`src/rtl/sfifo_pkg.sv`:
```
package sfifo_pkg;
  // Strobes from the control to the datapath, one cycle each
  typedef struct packed {
    logic pushEn;   // write dataIn at the write pointer
    logic popEn;    // advance the read pointer
    logic loadOut;  // copy the head word into the output stage
  } fifoStrobe_t;
endpackage

```
`src/rtl/sfifo_ctrl.sv`:
```
module sfifo_ctrl
  import sfifo_pkg::*;
#(
  parameter int DEPTH = 64
) (
  input  logic        clk,
  input  logic        rstN,
  input  logic        shiftIn,
  input  logic        shiftOut,
  output fifoStrobe_t strobe,
  output logic        inReady,
  output logic        outReady
);
  localparam int CNT_W = $clog2(DEPTH + 1);
  localparam logic [CNT_W-1:0] FULL_CNT = CNT_W'(DEPTH);
  localparam logic [CNT_W-1:0] ONE_CNT  = CNT_W'(1);

  logic             siPrev, soPrev;
  logic [CNT_W-1:0] count;
  logic             shown;      // head word is in the output stage
  logic             justShown;  // output stage loaded last cycle
  logic             justRoom;   // a slot freed from full last cycle

  logic siRise, soFall, notFull, pushEv, popEv, loadEv;

  always_comb begin
    siRise  = shiftIn & ~siPrev;
    soFall  = ~shiftOut & soPrev;
    notFull = (count != FULL_CNT);
    popEv   = shown & (soFall | (justShown & shiftOut));
    pushEv  = notFull & (siRise | (justRoom & shiftIn));
    // a lone word just written waits for shiftIn to drop
    loadEv  = ~shown & (count != '0) & ~((count == ONE_CNT) & shiftIn);
    strobe.pushEn  = pushEv;
    strobe.popEn   = popEv;
    strobe.loadOut = loadEv;
    outReady = shown & (~shiftOut | justShown);
    inReady  = notFull & (~shiftIn | justRoom);
  end

  always_ff @(posedge clk or negedge rstN) begin
    if (!rstN) begin
      siPrev    <= 1'b0;
      soPrev    <= 1'b0;
      count     <= '0;
      shown     <= 1'b0;
      justShown <= 1'b0;
      justRoom  <= 1'b0;
    end else begin
      siPrev    <= shiftIn;
      soPrev    <= shiftOut;
      count     <= count + CNT_W'(pushEv) - CNT_W'(popEv);
      justShown <= loadEv;
      justRoom  <= popEv & ~pushEv & (count == FULL_CNT);
      if (loadEv)     shown <= 1'b1;
      else if (popEv) shown <= 1'b0;
    end
  end

  // the count never exceeds the capacity
  a_r2_no_overflow: assert property (@(posedge clk) disable iff (!rstN)
    count <= FULL_CNT);
  // a rising edge while full leaves the buffer full
  a_r2_full_ignore: assert property (@(posedge clk) disable iff (!rstN)
    (count == FULL_CNT && siRise && !popEv) |=> (count == FULL_CNT));
  // an empty buffer never reports ready data and never pops
  a_r5_empty_quiet: assert property (@(posedge clk) disable iff (!rstN)
    (count == '0) |-> (!outReady && !strobe.popEn));
  // output-ready seen with shiftOut high is a single-cycle pulse
  a_r8_or_pulse: assert property (@(posedge clk) disable iff (!rstN)
    (outReady && shiftOut) |=> !outReady);
  // input-ready seen with shiftIn high is a single-cycle pulse
  a_r9_ir_pulse: assert property (@(posedge clk) disable iff (!rstN)
    (inReady && shiftIn) |=> !inReady);
endmodule

```
`src/rtl/sfifo_datapath.sv`:
```
module sfifo_datapath
  import sfifo_pkg::*;
#(
  parameter int DEPTH  = 64,
  parameter int DATA_W = 4
) (
  input  logic              clk,
  input  logic              rstN,
  input  fifoStrobe_t       strobe,
  input  logic [DATA_W-1:0] dataIn,
  output logic [DATA_W-1:0] dataOut
);
  localparam int ADDR_W = (DEPTH > 1) ? $clog2(DEPTH) : 1;
  localparam logic [ADDR_W-1:0] LAST_ADDR = ADDR_W'(DEPTH - 1);

  logic [DATA_W-1:0] store [DEPTH];
  logic [ADDR_W-1:0] wrPtr, rdPtr, wrNext, rdNext;
  logic [DATA_W-1:0] outReg;

  generate
    if ((1 << ADDR_W) == DEPTH) begin : g_pow2
      assign wrNext = wrPtr + ADDR_W'(1);
      assign rdNext = rdPtr + ADDR_W'(1);
    end else begin : g_wrap
      assign wrNext = (wrPtr == LAST_ADDR) ? '0 : wrPtr + ADDR_W'(1);
      assign rdNext = (rdPtr == LAST_ADDR) ? '0 : rdPtr + ADDR_W'(1);
    end
  endgenerate

  always_ff @(posedge clk) begin
    if (strobe.pushEn) store[wrPtr] <= dataIn;
  end

  always_ff @(posedge clk or negedge rstN) begin
    if (!rstN) begin
      wrPtr  <= '0;
      rdPtr  <= '0;
      outReg <= '0;
    end else begin
      if (strobe.pushEn)  wrPtr  <= wrNext;
      if (strobe.popEn)   rdPtr  <= rdNext;
      if (strobe.loadOut) outReg <= store[rdPtr];
    end
  end

  assign dataOut = outReg;

  // the output word changes only when the control loads it
  a_r7_hold: assert property (@(posedge clk) disable iff (!rstN)
    !strobe.loadOut |=> $stable(dataOut));
endmodule

```
`src/rtl/sfifo_fallthru.sv`:
```
module sfifo_fallthru
  import sfifo_pkg::*;
#(
  parameter int DEPTH  = 64,
  parameter int DATA_W = 4
) (
  input  logic              clk,
  input  logic              rstN,
  input  logic              shiftIn,
  input  logic              shiftOut,
  input  logic [DATA_W-1:0] dataIn,
  output logic [DATA_W-1:0] dataOut,
  output logic              inReady,
  output logic              outReady
);
  fifoStrobe_t strobe;

  sfifo_ctrl #(.DEPTH(DEPTH)) uCtrl (
    .clk(clk), .rstN(rstN), .shiftIn(shiftIn), .shiftOut(shiftOut),
    .strobe(strobe), .inReady(inReady), .outReady(outReady)
  );

  sfifo_datapath #(.DEPTH(DEPTH), .DATA_W(DATA_W)) uData (
    .clk(clk), .rstN(rstN), .strobe(strobe),
    .dataIn(dataIn), .dataOut(dataOut)
  );
endmodule

```
`config.mk`:
```
export PLATFORM = sky130hd
export DESIGN_NAME = sfifo_fallthru
export DESIGN_NICKNAME = d
export VERILOG_FILES = /design/src/rtl/sfifo_pkg.sv /design/src/rtl/sfifo_ctrl.sv /design/src/rtl/sfifo_datapath.sv /design/src/rtl/sfifo_fallthru.sv
export SDC_FILE = /design/constraint.sdc
export NUM_CORES = 1
export LEC_CHECK = 0
export BUFFER_PORTS_ARGS = -buffer_cell sky130_fd_sc_hd__clkbuf_2
export CORE_ASPECT_RATIO = 0.7
export CORE_MARGIN = 3
export CORE_UTILIZATION = 45
export DETAILED_ROUTE_END_ITERATION = 16
export MAX_ROUTING_LAYER = met4
export PLACE_DENSITY_LB_ADDON = 0.25
export REMOVE_ABC_BUFFERS = 1
export SYNTH_ARGS = -nofsm -noshare
export SYNTH_HDL_FRONTEND = slang
export SYNTH_SLANG_ARGS = --single-unit
```
`constraint.sdc`:
```
create_clock -name clk -period 2.7 [get_ports clk]
set_clock_uncertainty 0.2 [all_clocks]
set_input_delay 0.27 -clock clk [delete_from_list [all_inputs] [get_ports clk]]
set_output_delay 0.27 -clock clk [all_outputs]
set_load 0.01 [all_outputs]
```
# Word level (Yosys, flattened, before mapping)
# Memories as Yosys holds them, arrays and structs flattened. A register that Yosys moved wholly into a read port is not among the register bits.
# Index checks and enable logic that the tools add are counted.
[word_totals] ramBits=256 inputBits=8 memories=1 elab_cells=46 register_bits=24
[mem_list] name="uData.store" depth=64 width=4 read_ports=1 rd_clocked_by_memory_dff=1 wr=1 line_no="sfifo_datapath.sv:16" text="logic [DATA_W-1:0] store [DEPTH];"
[op_classes] reduce_logical=3 n_bitwise=23 add_sub_neg=4 n_mux=4 n_eq_ne=3
[ops] cell="$and 1x1->1" n=13
[ops] cell="$add 6x1->6 const B" n=2
[ops] cell="$add 7x1->7" n=1
[ops] cell="$eq 7x1->1 const B" n=1
[ops] cell="$eq 7x7->1 const B" n=1
[ops] cell="$ne 7x7->1 const B" n=1
[ops] cell="$reduce_bool 7->1" n=1
[ops] cell="$sub 7x1->7" n=1
[ops] cell="$not 1->1" n=6
[ops] cell="$mux 1" n=4
[ops] cell="$or 1x1->1" n=4
[ops] cell="$reduce_bool 2->1" n=1
[ops] cell="$logic_not 1->1" n=1

# Depth between registers and ports, before layout
# Gate-level depths: netlist of run 1.
[logic_depth] ltp_word=7 ltp_mapped=15 depth_no_buf=15

# Cells and area by module
# Synthesis of run 1 repeated with hierarchy kept, for this count alone.
[hier_totals] hier_cells=699 area_unflattened_um2=11767.5
[modules_own_cells] module="sfifo_datapath" seq_area_each_um2=8087.8 n_inst=1 cells_per_inst=623 area_each_um2=10985.5
[modules_own_cells] module="sfifo_ctrl" seq_area_each_um2=300.3 n_inst=1 cells_per_inst=76 area_each_um2=782.0

# Worst setup path before layout of run 1
# Ideal clock, no wire load.
[synth_path] path_type="register -> register" start="register uCtrl.shown" end="register uCtrl.count[6]" path_slack_ns=-0.200 stages_incl_launch_ff=16 required_ns=2.375 period_less_slack_ns=2.900 setup_time_ns=0.125 path_buffers=0 arrival_time_ns=2.574 cell_sequence="dfrtp_1 -> inv_1 -> a21oi_1 -> o21ai_0 -> inv_1 -> ha_1 -> inv_1 -> ha_1 -> inv_1 -> fa_1 -> nand2b_1 -> a21oi_1 -> o21ai_0 -> a21oi_1 -> nor2_1 -> xnor2_1"
[synth_between] elab_chain_len=2
[synth_rtl] element="from (decl)" line_no="sfifo_ctrl.sv:20" text="logic shown;"
[synth_rtl] element="from (signal assigned)" line_no="sfifo_ctrl.sv:46" text="shown <= 1'b0;"
[synth_rtl] element="from (signal assigned)" line_no="sfifo_ctrl.sv:55" text="if (loadEv) shown <= 1'b1;"
[synth_rtl] element="from (signal assigned)" line_no="sfifo_ctrl.sv:56" text="else if (popEv) shown <= 1'b0;"
[synth_rtl] element="$and 1x1->1" line_no="sfifo_ctrl.sv:30" text="popEv = shown & (soFall | (justShown & shiftOut));"
[synth_rtl] element="named net uCtrl.popEv" line_no="sfifo_ctrl.sv:24" text="logic siRise, soFall, notFull, pushEv, popEv, loadEv;"
[synth_rtl] element="$sub 7x1->7" line_no="sfifo_ctrl.sv:52" text="count <= count + CNT_W'(pushEv) - CNT_W'(popEv);"
[synth_rtl] element="to (signal assigned)" line_no="sfifo_ctrl.sv:52"
[synth_rtl] element="to (decl)" line_no="sfifo_ctrl.sv:19" text="logic [CNT_W-1:0] count;"
# The timed path passes the listed nets, and every way through them passes these cells.
# A chain may end at the register's enable or synchronous reset.

# Worst setup path in the final report of run 1
[layout_path] start="input shiftOut" end="register uCtrl.count[6]"
[layout_between] elab_chain_len=5 elab_cells_between_ends=6
[layout_rtl] element="from (decl)" line_no="sfifo_fallthru.sv:10" text="input logic shiftOut,"
[layout_rtl] element="$not 1->1" line_no="sfifo_ctrl.sv:28" text="soFall = ~shiftOut & soPrev;"
[layout_rtl] element="$and 1x1->1" line_no="sfifo_ctrl.sv:28"
[layout_rtl] element="$or 1x1->1 *" line_no="sfifo_ctrl.sv:30"
[layout_rtl] element="$and 1x1->1 *" line_no="sfifo_ctrl.sv:30"
[layout_rtl] element="named net uCtrl.popEv" line_no="sfifo_ctrl.sv:24"
[layout_rtl] element="$sub 7x1->7 *" line_no="sfifo_ctrl.sv:52"
# The timed path passes the listed nets; every way through them passes the cells marked *.

==> results of run 1 <==
-- sequential cells by signal, indices dropped and copies added (netlist names) --
register / cells
uData.store: 256
uCtrl.justShown: 1
uCtrl.shown: 1
uData.rdPtr: 6
uCtrl.justRoom: 1
uCtrl.count: 7
uData.wrPtr: 6
uCtrl.siPrev: 1
uCtrl.soPrev: 1
uData.dataOut: 4
-- critical path, cell delays in order --
cell and delay (ps):
sky130_fd_sc_hd__dlygate4sd3_1 540, sky130_fd_sc_hd__clkbuf_2 140, sky130_fd_sc_hd__a21oi_2 160, sky130_fd_sc_hd__o21ai_2 80, sky130_fd_sc_hd__inv_1 80, sky130_fd_sc_hd__ha_1 230, sky130_fd_sc_hd__inv_1 60, sky130_fd_sc_hd__ha_2 170
sky130_fd_sc_hd__inv_1 60, sky130_fd_sc_hd__fa_2 360, sky130_fd_sc_hd__nand2b_4 150, sky130_fd_sc_hd__a21oi_2 150, sky130_fd_sc_hd__o21ai_0 90, sky130_fd_sc_hd__a21oi_1 140, sky130_fd_sc_hd__nor2_1 70, sky130_fd_sc_hd__xnor2_1 130
-- cells by family after synthesis --
logic type	count (synthesis)	synth area share (%)
compound gates	57	3.22
xor+xnor	15	1.14
fa+ha+maj	12	1.37
buf+inv	56	2.37
flops	284	73.0
mux	88	13.6
simple gates	135	5.31
-- what timing repair did --
item / 4_1_cts / 5_1_grt
setup endpoints to repair: 1 / 82
pin swaps: 0 / 3
setup buffers: 0 / 1
hold endpoints to repair: 30 / 0
hold buffers: 3 / 0
gates resized for setup: 4 / 28
-- metal layers --
metal / track usage (%) / vias to the layer above
li1: - / 2644
met1: 28.7 / 3112
met2: 26.9 / 205
met3: 3.68 / 45
met4: 3.94 / 0
met5: - / -
-- final cells by class --
class	instances	area (µm²)
Inverter	19	71.3
Timing Repair Buffer	65	520
Fill cell	2011	11700
Clock inverter	20	174
Sequential cell	284	8390
Clock buffer	29	683
Multi-Input combinational cell	307	2920
Tap cell	325	407
-- Yosys cell counts (3+ instances only) --
master                       n
sky130_fd_sc_hd__nand2_1    17
sky130_fd_sc_hd__and2_1      3
sky130_fd_sc_hd__xnor2_1    12
sky130_fd_sc_hd__xor2_1      3
sky130_fd_sc_hd__buf_1       7
sky130_fd_sc_hd__buf_2       8
sky130_fd_sc_hd__nor2_1     78
sky130_fd_sc_hd__clkbuf_1   12
sky130_fd_sc_hd__buf_4       6
sky130_fd_sc_hd__a22oi_1     3
sky130_fd_sc_hd__dfrtp_1    28
sky130_fd_sc_hd__o22ai_1     7
sky130_fd_sc_hd__mux2i_1    30
sky130_fd_sc_hd__a211oi_1    6
sky130_fd_sc_hd__nand3_1    12
sky130_fd_sc_hd__ha_1       11
sky130_fd_sc_hd__nor2b_1     4
sky130_fd_sc_hd__mux2_2      4
sky130_fd_sc_hd__o31ai_1     3
sky130_fd_sc_hd__o211ai_1    3
sky130_fd_sc_hd__o221ai_1    4
sky130_fd_sc_hd__nand3b_1    7
sky130_fd_sc_hd__mux4_2     54
sky130_fd_sc_hd__edfxtp_1  256
sky130_fd_sc_hd__a32oi_1     4
sky130_fd_sc_hd__inv_1      18
sky130_fd_sc_hd__o21ai_0    13
sky130_fd_sc_hd__buf_6       4
sky130_fd_sc_hd__a21oi_1    11
-- cells in the final DEF (no fill, tap or decap), types with 4 or more instances in the layout --
master / count
sky130_fd_sc_hd__buf_4: 45
sky130_fd_sc_hd__mux4_2: 54
sky130_fd_sc_hd__nor2_1: 55
sky130_fd_sc_hd__mux2i_1: 30
sky130_fd_sc_hd__a211oi_1: 6
sky130_fd_sc_hd__nand3b_1: 7
sky130_fd_sc_hd__dfrtp_1: 26
sky130_fd_sc_hd__xnor2_1: 12
sky130_fd_sc_hd__a21oi_1: 9
sky130_fd_sc_hd__o21ai_0: 12
sky130_fd_sc_hd__inv_1: 18
sky130_fd_sc_hd__o221ai_1: 4
sky130_fd_sc_hd__a32oi_1: 4
sky130_fd_sc_hd__mux2_2: 4
sky130_fd_sc_hd__o22ai_1: 7
sky130_fd_sc_hd__ha_1: 10
sky130_fd_sc_hd__nor2_2: 22
sky130_fd_sc_hd__nor2b_1: 4
sky130_fd_sc_hd__edfxtp_1: 256
sky130_fd_sc_hd__nand3_1: 12
sky130_fd_sc_hd__clkbuf_16: 27
sky130_fd_sc_hd__nand2_1: 17
sky130_fd_sc_hd__clkinv_1: 6
sky130_fd_sc_hd__clkbuf_2: 13
sky130_fd_sc_hd__clkinv_2: 10
-- power by group --
| part | switching (mW) | leakage (nW) | internal [mW] |
|---|---|---|---|
| Clock | 1.57 | 0.425 | 2.11 |
| Sequential | 0.422 | 2.64 | 5.05 |
| Combinational | 1.97 | 1.32 | 1.79 |
| Total | 3.96 | 4.39 | 8.95 |
-- final timing paths --
path | from | end | slack, ps
max in group asynchronous | rstN | uData.rdPtr[0] | 1560
hold / removal | rstN | uCtrl.shown | 160
setup / recovery | shiftOut | uCtrl.count[6] | 30
hold reg to reg | uData.rdPtr[5] | uData.rdPtr[5] | 300
min in group clk | dataIn[0] | uData.store[9][0] | 200
setup reg to reg | uCtrl.count[4] | uCtrl.count[6] | 40
==> metrics.yaml, run 1 <==
reg2reg_depth: 14
synth.area.top_cells: "sky130_fd_sc_hd__edfxtp_1 67%, sky130_fd_sc_hd__mux4_2 11%, sky130_fd_sc_hd__dfrtp_1 6.1%, sky130_fd_sc_hd__mux2i_1 2.6%, sky130_fd_sc_hd__nor2_1 2.5%"
design.core.area_um2: 24900
netlist.top_cell.by_area: "sky130_fd_sc_hd__edfxtp_1"
number_of_global_route_vias_before_repair: 6131
finalSetupViolations: 0
fmax_mhz: 375
cts_inserted_buffers: 27
postRouteWirelength_um: 24900
placed_cells_incl_taps: 996
route.detailed.drc: 0
hold_viol: 0
critical_path_peak_fanout: 3
cts-htree-levels: 1
synth-seq-area-share_pct: 73.0
detailroute.wirelength.met2_um: 11300
wl_met3_um: 1570
synthCells: 647
dr.max_layer_used: "met4"
gr-usage-all-layers_pct: 18.9
dr.pass1.iters: 5
synth.yosys.warnings: 0
instances_no_fill: 1049
tightest_slew_ps: 782
cp_data_required_time_ps: 2900
viasPerCell: 5.73
via_count: 6006
async_reset_ff_share_pct: 9.86
maxCapViolCount: 0
dp_worst_setup_slack_ps: -104
finalCriticalPeriod_ps: 2670
hpwl_after_detailed_placement_um: 16100
stdcell_area_um2: 13200
design_power_total_mw: 12.9
yosys.cell_types.count: 42
synthFlopType: "sky130_fd_sc_hd__edfxtp_1"
drtIter0Drc: 491
global_route.overflow_total: 0
pins_over_their_slew_limit: 0
die_y_um: 140
start_util_pct: 46.2
worstSetupEndpointType: "flip-flop"
power_density_nw_per_um2: 980
synthToLayoutAreaGrowth_pct: 14.6
static-leakage-power_nw: 4.39
synth_edf_count: 256
status: "completed"
crit_arrival_ps: 2870
place_congestion: 0.845
die-area_um2: 27500
grt_antenna_before_repair: 0
mappedNetlistArea_um2: 11500
fraction_of_layout_cells_with_a_size_suffix_above_1_pct: 27.3
design.portCount: 14
cts.sinks: 284
setup_tns_ps: 0
m1WireLength_um: 11600
die_x_um: 197
nets: 724
grt_start_max_net_pins: 65
remaining_number_of_nets_flagged_by_the_antenna_check_after_routing: 0
timing.final.ws_setup_ps: 32.8
clock-root-buffer: "sky130_fd_sc_hd__clkbuf_16"
cts_tree: "yes"
ys_ff_latch: 284
layout_worst_path_cycle_share_pct: 98.8
max_slew_headroom_pct: 47.9
synth_top_area_share_pct: 66.9
antenna_cells_inserted: 0
crit_type: "in -> reg"
wl_per_cell_um: 23.8
placementRows: 48
port_buffers: 13
final_core_utilization_pct: 53.0
worstSetupStartpointType: "primary input"
cts_buffer_depth: 3
insertion_delay_ps: 520
clk_pin_slew_ps: 70
grt_setup_unrepaired: "yes"
worst_ir_drop_vdd_v: 0.000644
hold_path_class: "in -> async"
holdWs_ps: 158
postPlaceCellArea_um2: 12200
first_pass_grt_wire_length_um: 38400
synth_area_per_cell_um2: 17.8
Power figures use the tool's default switching activity.
==> run 2: changes to the inputs <==
--- a/config.mk
+++ b/config.mk
@@ -6,7 +6,7 @@
 export NUM_CORES = 1
 export LEC_CHECK = 0
 export BUFFER_PORTS_ARGS = -buffer_cell sky130_fd_sc_hd__clkbuf_2
-export CORE_ASPECT_RATIO = 0.7
+export CORE_ASPECT_RATIO = 1.5
 export CORE_MARGIN = 3
 export CORE_UTILIZATION = 45
 export DETAILED_ROUTE_END_ITERATION = 16
@@ -15,4 +15,5 @@
 export REMOVE_ABC_BUFFERS = 1
 export SYNTH_ARGS = -nofsm -noshare
 export SYNTH_HDL_FRONTEND = slang
+export SYNTH_HIERARCHICAL = 1
 export SYNTH_SLANG_ARGS = --single-unit
==> run 2 against run 1 <==
The run now ends with negative setup slack left. Synthesized cell count is 8.0% higher. Clock power shrank 4%. Utilization grew 1.7 points.
==> metrics.yaml, run 2 <==
viasPerCell: 5.60  # was 5.73
die_x_um: 138  # was 197 µm
placementRows: 71  # was 48
insertion_delay_ps: 530  # was 520 ps
ff2ff_setup_slack_ps: -10  # was 40 ps
static-leakage-power_nw: 4.91  # was 4.39 nW
violations: "negative setup slack"
synth-seq-area-share_pct: 71.3  # was 73.0%
gr-usage-all-layers_pct: 20.0  # was 18.9%
worstSetupStartpointType: "flip-flop"  # was primary input
yosys.cell_types.count: 63  # was 42
design.portCount: 14  # unchanged
largest_register_ffs: 256  # unchanged
place_congestion: 0.889  # was 0.845
dp_worst_setup_slack_ps: -245  # was -104 ps
crit_type: "reg -> reg"  # was in -> reg
synth.area.top_cells: "sky130_fd_sc_hd__edfxtp_1 65%, sky130_fd_sc_hd__mux4_2 6.9%, sky130_fd_sc_hd__dfrtp_1 6.0%, sky130_fd_sc_hd__mux2i_1 4.1%, sky130_fd_sc_hd__nor2_1 2.5%"  # was sky130_fd_sc_hd__edfxtp_1 67%, sky130_fd_sc_hd__mux4_2 11%, sky130_fd_sc_hd__dfrtp_1 6.1%, sky130_fd_sc_hd__mux2i_1 2.6%, sky130_fd_sc_hd__nor2_1 2.5%
cts_buffer_depth: 3  # unchanged
netlist.top_cell.by_area: "sky130_fd_sc_hd__edfxtp_1"  # unchanged
hold_path_class: "in -> reg"  # was in -> async
route.detailed.drc: 0  # unchanged
grt_start_max_net_pins: 65  # unchanged
critical_path_peak_fanout: 2  # was 3
grt_antenna_before_repair: 0  # unchanged
timing.rr.start: "uCtrl/count[3]"  # was uCtrl.count[4]
reg2reg_depth: 14  # unchanged
layout_commonest_cell: "sky130_fd_sc_hd__edfxtp_1"  # unchanged
hold_viol: 0  # unchanged
finalSetupViolations: 1  # was 0
remaining_number_of_nets_flagged_by_the_antenna_check_after_routing: 0  # unchanged
pins_over_their_slew_limit: 0  # unchanged
dr.pass1.iters: 5  # unchanged
design.core.area_um2: 25400  # was 24900 µm²
worstSetupEndpointType: "flip-flop"  # unchanged
synth_top_area_share_pct: 65.3  # was 66.9%
timing.final.ws_setup_ps: -13.6  # was 32.8 ps
status: "finished with violations"  # was completed
layout_common_cells: "256 x sky130_fd_sc_hd__edfxtp_1, 113 x sky130_fd_sc_hd__buf_4, 77 x sky130_fd_sc_hd__nor2_1, 48 x sky130_fd_sc_hd__mux2i_1, 36 x sky130_fd_sc_hd__mux4_2"  # was 256 x sky130_fd_sc_hd__edfxtp_1, 55 x sky130_fd_sc_hd__nor2_1, 54 x sky130_fd_sc_hd__mux4_2, 45 x sky130_fd_sc_hd__buf_4, 30 x sky130_fd_sc_hd__mux2i_1
setup_tns_ps: -13.6  # was 0 ps
finalCriticalPeriod_ps: 2710  # was 2670 ps
postRouteWirelength_um: 27000  # was 24900 µm
synth_edf_count: 256  # unchanged
wl_per_cell_um: 23.1  # was 23.8 µm
cts_tree: "yes"  # unchanged
stdcell_area_um2: 13900  # was 13200 µm²
tightest_slew_ps: 785  # was 782 ps
regMostFlops: "uData/store"  # was uData.store
worst_ir_drop_vdd_v: 0.000561  # was 0.000644 V
hold-path-endpoint: "uCtrl/justRoom"
synthToLayoutAreaGrowth_pct: 18.0  # was 14.6%
cp_data_required_time_ps: 2900  # about the same
hold_start: "shiftIn"
power_density_nw_per_um2: 973  # was 980 nW/µm²
synthCells: 699  # was 647
synth.yosys.warnings: 6  # was 0
global_route.overflow_total: 0  # unchanged
clock-root-buffer: "sky130_fd_sc_hd__clkbuf_16"  # unchanged
synth_area_per_cell_um2: 16.8  # was 17.8 µm²
async_reset_ff_share_pct: 9.86  # unchanged
synthFlopType: "sky130_fd_sc_hd__edfxtp_1"  # unchanged
postPlaceCellArea_um2: 12900  # was 12200 µm²
grt_setup_unrepaired: "yes"  # unchanged
synthTopCellsByCount: "256 x sky130_fd_sc_hd__edfxtp_1, 78 x sky130_fd_sc_hd__nor2_1, 48 x sky130_fd_sc_hd__mux2i_1"  # was 256 x sky130_fd_sc_hd__edfxtp_1, 78 x sky130_fd_sc_hd__nor2_1, 54 x sky130_fd_sc_hd__mux4_2
first_pass_grt_wire_length_um: 41900  # was 38400 µm
yosys.cell_count.top_type: "sky130_fd_sc_hd__edfxtp_1"  # unchanged
cts_inserted_buffers: 25  # was 27
crit_arrival_ps: 2920  # was 2870 ps
maxCapViolCount: 0  # unchanged
holdWs_ps: 43.7  # was 158 ps
r2r-end: "uCtrl/count[6]"  # was uCtrl.count[6]
nFillCells: 1986  # was 2011
reg_top3: "uData/store x256, uCtrl/count x7"  # was uData.store x256, uCtrl.count x7
die_y_um: 204  # was 140 µm
fmax_mhz: 369  # was 375 MHz
min_path_cells: 4
fraction_of_layout_cells_with_a_size_suffix_above_1_pct: 28.3  # was 27.3%
start_util_pct: 46.3  # was 46.2%
cts-htree-levels: 1  # unchanged
drtIter0Drc: 646  # was 491
ys_ff_latch: 284  # unchanged
mappedNetlistArea_um2: 11800  # was 11500 µm²
via_count: 6544  # was 6006
cts.sinks: 284  # unchanged
antenna_cells_inserted: 0  # unchanged
clk_pin_slew_ps: 60  # was 70 ps
nets: 842  # was 724
die-area_um2: 28200  # was 27500 µm²
number_of_global_route_vias_before_repair: 7007  # was 6131
layout_worst_path_cycle_share_pct: 101  # was 98.8%
max_slew_headroom_pct: 47.6  # was 47.9%
port_buffers: 13  # unchanged
final_core_utilization_pct: 54.7  # was 53.0%
hpwl_after_detailed_placement_um: 18100  # was 16100 µm
run 2: changes by cell type in the layout (fill, tap and decap cells not counted), sizes merged, moves of 5 or more:
cell	before	now
clkinv	16	8
nor3	2	8
nor2b	4	9
buf	49	118
mux4	54	39
clkbuf	42	47
a221oi	0	7
mux2i	30	48
a22oi	3	12
run 2: how the worst max path moves through the flow:
stage	to	start	slack (ps)	cells past startpoint
final	uCtrl/count[6]	uCtrl/count[3]	-10	14
after global routing	uCtrl/count[6]	uCtrl/count[3]	-160	15
after CTS	uCtrl/count[6]	uCtrl/count[3]	-30	15
after detailed placement	uCtrl/count[6]	uCtrl/count[5]	-240	14
after global placement	uCtrl/count[6]	uCtrl/count[4]	-210	14
after floorplan	uData/dataOut[2]	uData/rdPtr[1]	-860	5
run 2: where the power goes:
| part | internal, mW | total, mW | switching, mW |
|---|---|---|---|
| clock network | 2.02 | 3.53 | 1.50 |
| logic | 2.16 | 4.47 | 2.31 |
| registers | 5.04 | 5.51 | 0.472 |
run 2: what timing repair did:
item / in CTS / in global routing
hold endpoints to repair: 30 / 0
buffers inserted: 4 / 2
resized for setup: 16 / 7
hold buffers: 3 / 0
pin swaps: 6 / 5
setup endpoints to repair: 29 / 47
run 2: worst max-delay path: stages, from the launching register on:
cell,delay [ps]
sky130_fd_sc_hd__dfrtp_1,390
sky130_fd_sc_hd__inv_2,90
sky130_fd_sc_hd__ha_4,140
sky130_fd_sc_hd__nand3b_4,90
sky130_fd_sc_hd__nor3b_4,220
sky130_fd_sc_hd__nand3b_4,170
sky130_fd_sc_hd__ha_4,200
sky130_fd_sc_hd__inv_2,60
sky130_fd_sc_hd__ha_4,130
sky130_fd_sc_hd__inv_2,40
sky130_fd_sc_hd__fa_2,350
sky130_fd_sc_hd__nor2b_2,140
sky130_fd_sc_hd__o311a_1,170
sky130_fd_sc_hd__o32a_1,140
sky130_fd_sc_hd__nand3_1,70
run 2: final cells by class:
cell class | instances | area [µm²] | area share (%)
flip-flops and latches | 284 | 8390 | 60.4
multi-input cells | 361 | 3170 | 22.8
repair buffers | 134 | 1040 | 7.51
clock buffers | 34 | 669 | 4.82
clock inverters | 11 | 133 | 0.955
inverters | 16 | 73.8 | 0.531
well taps | 328 | 410 | 2.95
run 2: per-stage QoR:
stage	cells	total power, mW
2_1_floorplan	661	8.15
3_3_place_gp	1114	9.80
3_5_place_dp	1114	9.88
4_1_cts	1166	13.5
5_1_grt	1168	14.1
6_report	1168	13.5
run 2: cell families (layout without fill, tap and decap cells):
group                      after synthesis  after routing  synth area share (%)
xor gates and xnor gates                13             13                 0.968
adders and majority gates               12             12                  1.34
DFF                                    284            284                  71.3
muxes                                   91             91                  12.0
buffers and inverters                   54            195                  2.58
AOI/OAI and AO/OA                       80             80                  4.77
and+or+nand+nor                        165            165                  7.03
run 2: layer usage:
metal / share of wire (%) / track usage (%) / vias to the layer above
met2: 54 / 35.6 / 184
met3: 4.4 / 1.99 / 50
li1: - / - / 2975
met1: 39 / 23.6 / 3335
met5: 0 / - / -
met4: 3.4 / 7.38 / 0
